`config.mk`:
```
export PLATFORM = sky130hd
export DESIGN_NAME = lpss_ctrl
export DESIGN_NICKNAME = d
export VERILOG_FILES = /design/src/rtl/lpss_pkg.sv /design/src/rtl/lpss_step_timer.sv /design/src/rtl/lpss_resume_mon.sv /design/src/rtl/lpss_rail_map.sv /design/src/rtl/lpss_ctrl.sv
export SDC_FILE = /design/constraint.sdc
export NUM_CORES = 1
export LEC_CHECK = 0
export ABC_AREA = 1
export BUFFER_PORTS_ARGS = -buffer_cell sky130_fd_sc_hd__buf_2
export CAP_MARGIN = 20
export CORE_AREA = 2 2 73 75
export DETAILED_ROUTE_END_ITERATION = 6
export DIE_AREA = 0 0 75 77
export PLACE_DENSITY = 0.73
export REMOVE_ABC_BUFFERS = 1
export SYNTH_ARGS = -nofsm -noshare
export SYNTH_HDL_FRONTEND = slang
export SYNTH_HIERARCHICAL = 1
export SYNTH_SLANG_ARGS = --single-unit
```
`constraint.sdc`:
```
create_clock -name clk -period 5.1 [get_ports clk]
set_input_delay 0 -clock clk [delete_from_list [all_inputs] [get_ports clk]]
set_output_delay 0 -clock clk [all_outputs]
set_load 0.01 [all_outputs]
```
`src/rtl/lpss_pkg.sv`:
```
package lpss_pkg;

  // Number of PHY resources switched by the sequencer: txrx, pll, cm.
  localparam int NRES = 3;

  typedef enum logic [1:0] {
    PH_ON   = 2'd0,
    PH_DOWN = 2'd1,
    PH_REST = 2'd2,
    PH_UP   = 2'd3
  } phase_e;

  // Count of resources currently removed; also the idle depth.
  typedef logic [1:0] depth_t;

  localparam depth_t D_PLAIN = 2'd1;
  localparam depth_t D_SUB1  = 2'd2;
  localparam depth_t D_SUB2  = 2'd3;

  localparam logic [1:0] STS_L0 = 2'b00;
  localparam logic [1:0] STS_L1 = 2'b01;

  // Depth chosen at entry from the enable configuration.
  function automatic depth_t pick_depth(input logic sub1_en, input logic sub2_en,
                                        input logic sub2_ok);
    if (sub2_en && sub2_ok) return D_SUB2;
    if (sub1_en) return D_SUB1;
    return D_PLAIN;
  endfunction

  // True when the elapsed resume count is beyond the budget of the depth.
  function automatic logic over_budget(input int unsigned elapsed, input depth_t d,
                                       input int unsigned b_plain, input int unsigned b_sub1,
                                       input int unsigned b_sub2);
    int unsigned lim;
    case (d)
      D_SUB2:  lim = b_sub2;
      D_SUB1:  lim = b_sub1;
      default: lim = b_plain;
    endcase
    return elapsed > lim;
  endfunction

endpackage

```
`src/rtl/lpss_step_timer.sv`:
```
module lpss_step_timer #(
  parameter int SETTLE_W = 8
) (
  input  logic                clk,
  input  logic                rst_n,
  input  logic                restart,
  input  logic [SETTLE_W-1:0] settle,
  output logic                step_due
);

  logic [SETTLE_W-1:0] cnt;

  assign step_due = (cnt >= settle);

  always_ff @(posedge clk or negedge rst_n) begin
    if (!rst_n) begin
      cnt <= '0;
    end else if (restart) begin
      cnt <= '0;
    end else if (!step_due) begin
      cnt <= cnt + 1'b1;
    end
  end

endmodule

```
`src/rtl/lpss_resume_mon.sv`:
```
module lpss_resume_mon
  import lpss_pkg::*;
#(
  parameter int LAT_W    = 16,
  parameter int BUD_L1   = 1000,
  parameter int BUD_SUB1 = 5000,
  parameter int BUD_SUB2 = 25000
) (
  input  logic   clk,
  input  logic   rst_n,
  input  logic   start,
  input  depth_t depth_at_wake,
  input  logic   running,
  output logic   viol
);

  logic [LAT_W-1:0] lat;
  depth_t           dep;
  int unsigned      elapsed;
  logic             late_now;

  assign elapsed  = 32'(lat) + 32'd1;
  assign late_now = running && over_budget(elapsed, dep, BUD_L1, BUD_SUB1, BUD_SUB2);

  always_ff @(posedge clk or negedge rst_n) begin
    if (!rst_n) begin
      lat  <= '0;
      dep  <= D_PLAIN;
      viol <= 1'b0;
    end else begin
      if (start) begin
        lat <= '0;
        dep <= depth_at_wake;
      end else if (running && (lat != '1)) begin
        lat <= lat + 1'b1;
      end
      if (late_now) viol <= 1'b1;
    end
  end


  viol_sticky_chk: assert property (@(posedge clk) disable iff (!rst_n)
    viol |=> viol);


  viol_only_resume_chk: assert property (@(posedge clk) disable iff (!rst_n)
    (!viol && !running) |=> !viol);

endmodule

```
`src/rtl/lpss_rail_map.sv`:
```
module lpss_rail_map
  import lpss_pkg::*;
(
  input  depth_t          off_lvl,
  output logic [NRES-1:0] rail_en
);

  // Resource i stays powered while fewer than i+1 resources are removed.
  for (genvar i = 0; i < NRES; i++) begin : g_rail
    assign rail_en[i] = (off_lvl <= depth_t'(i));
  end

endmodule

```
`src/rtl/lpss_ctrl.sv`:
```
module lpss_ctrl
  import lpss_pkg::*;
#(
  parameter int SETTLE_W = 8,
  parameter int LAT_W    = 16,
  parameter int BUD_L1   = 1000,
  parameter int BUD_SUB1 = 5000,
  parameter int BUD_SUB2 = 25000
) (
  input  logic                clk,
  input  logic                rst_n,
  input  logic                enter_req,
  input  logic                cfg_sub1_en,
  input  logic                cfg_sub2_en,
  input  logic                cfg_sub2_ok,
  input  logic [SETTLE_W-1:0] cfg_settle,
  input  logic                wake_n,
  output logic                phy_txrx_en,
  output logic                phy_pll_en,
  output logic                phy_cm_en,
  output logic [1:0]          link_sts,
  output logic                resume_done,
  output logic                lat_viol
);

  phase_e          ph;
  depth_t          lvl;
  depth_t          goal;
  logic            step_due;
  logic [NRES-1:0] rails;

  // Named sequencing events.
  logic go_down, wake_hit, adv_down, settle_end, adv_up, up_end, tmr_restart;

  assign go_down     = (ph == PH_ON) && enter_req;
  assign wake_hit    = ((ph == PH_DOWN) || (ph == PH_REST)) && !wake_n;
  assign adv_down    = (ph == PH_DOWN) && wake_n && step_due && (lvl != goal);
  assign settle_end  = (ph == PH_DOWN) && wake_n && step_due && (lvl == goal);
  assign adv_up      = (ph == PH_UP) && step_due && (lvl != '0);
  assign up_end      = (ph == PH_UP) && step_due && (lvl == '0);
  assign tmr_restart = go_down || wake_hit || adv_down || adv_up;

  always_ff @(posedge clk or negedge rst_n) begin
    if (!rst_n) begin
      ph          <= PH_ON;
      lvl         <= '0;
      goal        <= D_PLAIN;
      resume_done <= 1'b0;
    end else begin
      resume_done <= up_end;
      if (go_down) begin
        goal <= pick_depth(cfg_sub1_en, cfg_sub2_en, cfg_sub2_ok);
        lvl  <= D_PLAIN;
        ph   <= PH_DOWN;
      end else if (wake_hit) begin
        lvl <= lvl - 1'b1;
        ph  <= PH_UP;
      end else if (adv_down) begin
        lvl <= lvl + 1'b1;
      end else if (settle_end) begin
        ph <= PH_REST;
      end else if (adv_up) begin
        lvl <= lvl - 1'b1;
      end else if (up_end) begin
        ph <= PH_ON;
      end
    end
  end

  lpss_step_timer #(.SETTLE_W(SETTLE_W)) u_timer (
    .clk      (clk),
    .rst_n    (rst_n),
    .restart  (tmr_restart),
    .settle   (cfg_settle),
    .step_due (step_due)
  );

  lpss_resume_mon #(
    .LAT_W   (LAT_W),
    .BUD_L1  (BUD_L1),
    .BUD_SUB1(BUD_SUB1),
    .BUD_SUB2(BUD_SUB2)
  ) u_mon (
    .clk           (clk),
    .rst_n         (rst_n),
    .start         (wake_hit),
    .depth_at_wake (lvl),
    .running       (ph == PH_UP),
    .viol          (lat_viol)
  );

  lpss_rail_map u_rails (
    .off_lvl (lvl),
    .rail_en (rails)
  );

  assign phy_txrx_en = rails[0];
  assign phy_pll_en  = rails[1];
  assign phy_cm_en   = rails[2];
  assign link_sts    = (ph == PH_ON) ? STS_L0 : STS_L1;


  one_rail_step_chk: assert property (@(posedge clk) disable iff (!rst_n)
    $countones(rails ^ $past(rails)) <= 1);


  sts_hidden_chk: assert property (@(posedge clk) disable iff (!rst_n)
    !(&rails) |-> (link_sts == STS_L1));


  sts_code_chk: assert property (@(posedge clk) disable iff (!rst_n)
    (link_sts == STS_L0) || (link_sts == STS_L1));


  abort_chk: assert property (@(posedge clk) disable iff (!rst_n)
    (ph == PH_DOWN && !wake_n) |=> (ph == PH_UP));


  done_pulse_chk: assert property (@(posedge clk) disable iff (!rst_n)
    resume_done |-> ((link_sts == STS_L0) && (&rails)));


  done_single_chk: assert property (@(posedge clk) disable iff (!rst_n)
    resume_done |=> !resume_done);


  rest_hold_chk: assert property (@(posedge clk) disable iff (!rst_n)
    (ph == PH_REST && wake_n) |=> $stable(rails));


  on_hold_chk: assert property (@(posedge clk) disable iff (!rst_n)
    (ph == PH_ON && !enter_req) |=> (&rails));

endmodule

```
Yosys cells after proc, flatten, opt, wreduce, memory -nomap -nowiden
Cells that the tools add are included.
{ "classes": {"n_eq_ne": 12, "addsub": 5, "order_cmp": 5, "div": 0, "shifts": 0, "n_mux": 26, "bitwise_logic": 0, "mul": 0, "n_reduce_logical": 25} }
{ "op_table": {"columns": ["op", "n"], "rows": [
  ["$gt A32 B15 Y1", 1],
  ["$mux W16", 2],
  ["$mux W2", 15],
  ["$pmux W15 S2", 1],
  ["$add A16 B1 Y17 const B", 1],
  ["$add A16 B1 Y16 const B", 1],
  ["$mux W8", 2],
  ["$ne A16 B16 Y1 const B", 1],
  ["$logic_and A1 B1 Y1", 12],
  ["$add A8 B1 Y8 const B", 1],
  ["$eq A2 B2 Y1 const B", 4],
  ["$ge A8 B8 Y1", 1],
  ["$ne A4 B4 Y1 const B", 2],
  ["$reduce_bool A4 Y1", 2],
  ["$mux W1", 6],
  ["$le A2 B1 Y1 const B", 2],
  ["$logic_not A2 Y1", 2],
  ["$logic_or A1 B1 Y1", 4],
  ["$reduce_bool A2 Y1", 2],
  ["$ne A3 B3 Y1 const B", 1],
  ["$reduce_and A3 Y1", 1],
  ["$add A2 B1 Y2 const B", 1],
  ["$eq A2 B1 Y1 const B", 1],
  ["$eq A2 B2 Y1", 1],
  ["6 further kinds", 6]
]} }
{ "totals": {"input_bits": 15, "out_inout_bits": 7, "latch_bits": 0, "mem_bits_ro": 0, "word_cells": 81, "reg_bits": 34, "memories": 0, "ramBits": 0} }

Longest topological paths before layout
{ "depth": {"depth_word": 9, "ltp_mapped": 17, "depth_no_buf": 17} }

Modules after synthesis
Netlist, hierarchy kept.
{ "by_module_without_submodules": {"columns": ["module", "cells_each", "seq_area_each_um2", "instances", "area_each_um2"], "rows": [
  ["lpss_resume_mon", 195, 476.7, 1, 1392.6],
  ["lpss_step_timer", 112, 200.2, 1, 747.0],
  ["lpss_ctrl", 63, 176.4, 1, 514.2],
  ["lpss_rail_map", 3, 0.0, 1, 11.3]
]} }

Least setup slack after synthesis
No wires, ideal clock.
{ "synth_timing": {"path_type": "register to register", "start": "reg u_mon.lat[1]", "end": "reg u_mon.viol", "stages_incl_launch_ff": 18, "synth_period_minus_slack_ns": 2.111, "path_slack_ns": 2.989, "t_required_ns": 4.983, "setup_time_ns": 0.117, "n_path_buf": 0, "arrival_time_ns": 1.994, "cell_sequence": "dfrtp_1 > ha_1 > nand2_2 > nor2_4 > nand3_2 > nor2_2 > nand2_2 > nor2_4 > xor2_2 > ha_1 > nand3_1 > inv_1 > nand2_1 > nor2_2 > nand2_1 > nand3_1 > nand3_1 > nand2_1"} }
{ "synth_between": {"elab_chain_len": 3} }
{ "synth_rtl": {"columns": ["element", "line_no", "source"], "rows": [
  ["from (decl)", "lpss_resume_mon.sv:17", "logic [LAT_W-1:0] lat;"],
  ["from (signal assigned)", "lpss_resume_mon.sv:35", "lat <= lat + 1'b1;"],
  ["$add A16 B1 Y17", "lpss_resume_mon.sv:22", "assign elapsed = 32'(lat) + 32'd1;"],
  ["$gt A32 B15 Y1", "lpss_pkg.sv:41", "return elapsed > lim;"],
  ["$logic_and A1 B1 Y1", "lpss_resume_mon.sv:23", "assign late_now = running && over_budget(elapsed, dep, BUD_L1, BUD_SUB1, BUD_SUB2);"],
  ["to (signal assigned)", "lpss_resume_mon.sv:29", "viol <= 1'b0;"],
  ["to (signal assigned)", "lpss_resume_mon.sv:37", "if (late_now) viol <= 1'b1;"],
  ["to (decl)", "lpss_resume_mon.sv:14", "output logic viol"]
]} }
No other way between the ends.
A chain may end at the register's enable or synchronous reset.

Worst setup path after layout
{ "layout_timing": {"start": "reg u_timer.cnt[5]", "end": "reg u_timer.cnt[5]"} }
{ "layout_between": {"elab_chain_len": 6, "elab_cells_between_ends": 11, "classes_between": "add/sub (1); order compare (1); eq/ne (1); mux (2); reduce/logical (6)"} }
{ "layout_rtl": {"columns": ["element", "line_no", "source"], "rows": [
  ["from (decl)", "lpss_step_timer.sv:11", "logic [SETTLE_W-1:0] cnt;"],
  ["from (signal assigned)", "lpss_step_timer.sv:21", "cnt <= cnt + 1'b1;"],
  ["$ge A8 B8 Y1 *", "lpss_step_timer.sv:13", "assign step_due = (cnt >= settle);"],
  ["net step_due", "lpss_ctrl.sv:29", "logic step_due;"],
  ["$logic_and A1 B1 Y1 (2 in series)", "lpss_ctrl.sv:37", "assign adv_down = (ph == PH_DOWN) && wake_n && step_due && (lvl != goal);"],
  ["$logic_or A1 B1 Y1", "lpss_ctrl.sv:41", "assign tmr_restart = go_down || wake_hit || adv_down || adv_up;"],
  ["$logic_or A1 B1 Y1 *", "lpss_ctrl.sv:41", null],
  ["net tmr_restart", "lpss_ctrl.sv:33", "logic go_down, wake_hit, adv_down, settle_end, adv_up, up_end, tmr_restart;"],
  ["$ne A2 B1 Y1 (no line) or $mux W8 (tied branches)", null, null]
]} }
The timed path passes the listed nets; every way through them passes the cells marked *. The select of a mux whose other input is x is not followed.

==> results.yml <==
logic_synthesis:
  yosys_warnings: 6
  synth-async-reset-ratio: 1.000
  synth-seq-cells: 34
  yosysTopAreaCell: "dfrtp_1"
  netlist_top_cells_area: "dfrtp_1, nand2_1, ha_1"
  synth-main-ff-cell: "dfrtp_1"
  postSynthAreaPerCell_um2: 7.145
  synth_cell_types: 31
  synth_area_mm2: 0.002665
  synth_edf_count: 0
  yosysSeqAreaShare: 0.3202
  yosys.area.top_type_share: 0.3005
  netlist_instances: 373
place:
  gp_congestion: 0.8753
  place_area_mm2: 0.002836
  hpwl_um: 4187
  port_buffers: 20
cts:
  post_cts_resized: 0
  cts_sinks: 34
  max-clock-path-buffers: 2
  path_clk_slew_ns: 0.07
  root_buffer: "clkbuf_8"
  cts_tree: "built"
  cts_max_level: 2
  clk_latency_ns: 0.30
  cts_buffers: 5
setup_path:
  crit_type: "reg -> reg"
  start_kind: "flip-flop"
  rr_endpoint: "u_timer/cnt[5]"
  cp_slowest_cell: "dfrtp_1"
  cp-end-kind: "flip-flop"
  path_cells: "ha_1 -> a21oi_1 -> nor2_1 -> nor2_4 -> nand3_4 -> nand2_1 -> nor2_1 -> nor2_2 -> nand2_4 -> inv_1 -> nand4_1 -> nand2_1"
  cp_data_arrival_time_ns: 2.66
  r2r-start: "u_timer/cnt[5]"
  cp.required_ns: 5.33
  r2r_slack_ns: 2.67
  worst-path-max-fanout: 16
  worst_r2r_path_depth: 12
  critPathMaxStageDelay_ns: 0.45
layout:
  final_common_cell: "nand2_1"
  drive_gt1_frac: 0.1800
  diodes: 0
  syn2layout_area_growth_pct: 11.31
  final_cell_area_mm2: 0.002967
  final_core_util: 0.5960
  multi_input_area_mm2: 0.001536
  nNetsFinal: 434
  fill_cells: 479
  final_cell_mix: "nand2_1, inv_1, nand3_1"
  regArea_um2: 853.3
floorplan:
  fp-row-count: 26
  fp.dieH_um: 77
  initial_utilization: 0.5354
  io_pins: 22
  die_w_um: 75
  core-area_mm2: 0.004977
  design.die.area_mm2: 0.005775
min_path:
  min-delay-path-class: "in -> reg"
  worstHoldPathCells: 3
  hp-start: "cfg_sub2_ok"
  hold_end: "goal[1]"
grt:
  gr-total-overflow: 0
  grt_use_total: 0.2124
  grt_max_degree: 35
  grt_pass1_vias: 2228
  antenna_found_initial: 0
  grt_pass1_wl_um: 9563
sta:
  finalHoldViolations: 0
  maxSlewHeadroom: 0.4820
  setup_violations: 0
  fmaxAchievable_mhz: 412.3
  setup_tns_ns: 0
  rsz0062_at_grt: "false"
  finalCritPeriodShare: 0.4756
  skew_ns: 0.008733
  worstMarginPinSlew_ns: 0.7770
  fin_crit_ns: 2.426
  finalMaxSlewViolations: 0
route:
  viasPerCell: 5.015
  post_drt_wl_per_cell_um: 11.88
  vias: 2357
  drtIter0Drc: 131
  wl_um: 5582
  drt_pass1_iterations: 4
  post-route-drc-count: 0
  ant_nets: 0
pwr:
  vdd_ir_drop_max_mv: 0.2466
  cellPowerDensity_mw_per_mm2: 396.3
  power_leakage_uw: 0.001640
status:
  status: "completed"
run:
  drv_cap: 0
## worst max-delay path: cells and delay by family (launching register included)
| kind | cells | cell delay (ns) |
|---|---|---|
| compound gates | 1 | 0.13 |
| fa+ha+maj | 1 | 0.32 |
| flops | 1 | 0.45 |
| simple gates | 9 | 1.12 |
| buf+inv | 1 | 0.35 |
## power breakdown
| part | internal (µW) | switching, µW | total, µW |
|---|---|---|---|
| sequential | 333 | 60.8 | 394 |
| clock | 136 | 104 | 240 |
| combinational | 178 | 363 | 542 |
| total | 648 | 528 | 1180 |
## repair_timing
item	4_1_cts	5_1_grt
hold endpoints to repair	34	0
hold buffers	2	0
buffers inserted	0	0
## worst max path at each step
stage                         from             end  slack (ns)  cells after the start
CTS                 u_timer/cnt[5]  u_timer/cnt[4]        2.69                     12
floorplan             u_mon/lat[1]      u_mon/viol        2.99                     17
finish              u_timer/cnt[5]  u_timer/cnt[5]        2.67                     12
detailed placement  u_timer/cnt[5]  u_timer/cnt[3]        2.71                     12
global route        u_timer/cnt[5]  u_timer/cnt[2]        2.42                     12
global placement    u_timer/cnt[5]  u_timer/cnt[3]        2.73                     12
## per-layer routing
layer  part of all wire  vias up  GRT usage  wire, µm
met5                  0        -          0         0
met1               0.45     1068     0.2715      2531
met3              0.037        9    0.03811       208
met4              0.017        0    0.08214        97
li1                   -     1236          -         -
met2               0.49       44     0.3491      2744
## area by class of cell
class,count,share of cell area
clock buffer,8,0.03712
tap,70,0.02952
timing repair buffer,22,0.04049
multi-input combinational,267,0.5179
sequential,34,0.2876
inverter,69,0.08730
## state kept, by name, indices dropped and copies added (netlist names)
register     cells
u_mon/viol       1
u_timer/cnt      8
resume_done      1
goal             2
ph               2
u_mon/lat       16
lvl              2
u_mon/dep        2
## cell families (layout without fill, tap and decap cells)
logic type | after synthesis | count (layout) | synth area share
simple gates | 207 | 207 | 0.3864
buf+inv | 72 | 99 | 0.1033
flops | 34 | 34 | 0.3202
compound gates | 32 | 32 | 0.06902
fa+ha+maj | 20 | 20 | 0.09390
xor+xnor | 7 | 7 | 0.02582
other cells | 1 | 1 | 0.001407
## through the flow
step | cells | worst slack [ns] | total power [µW] | hold slack, ns
2_1_floorplan | 370 | 2.989 | 795.1 | -0.2956
3_3_place_gp | 460 | 2.730 | 921.9 | 0.1182
3_5_place_dp | 460 | 2.714 | 939.5 | 0.1227
4_1_cts | 470 | 2.692 | 1188 | 0.02281
5_1_grt | 470 | 2.420 | 1279 | 0.07200
6_report | 470 | 2.674 | 1176 | 0.02521
## synthesized netlist by cell type, types with 2 or more instances
| master | count |
|---|---|
| dfrtp_1 | 32 |
| o21ai_0 | 11 |
| nand3_1 | 37 |
| a21oi_1 | 7 |
| ha_1 | 20 |
| nand3_2 | 3 |
| xor2_1 | 6 |
| inv_2 | 4 |
| nand2_1 | 97 |
| inv_1 | 65 |
| a22oi_1 | 2 |
| nand2_2 | 11 |
| dfstp_2 | 2 |
| nor2_4 | 6 |
| nor3_1 | 2 |
| nand2_4 | 5 |
| o21ai_1 | 2 |
| nor2_2 | 8 |
| nand4_1 | 13 |
| nor2_1 | 23 |
| o22ai_1 | 6 |
| o21ai_2 | 2 |
Note: power is estimated with default switching activity, not from simulation.
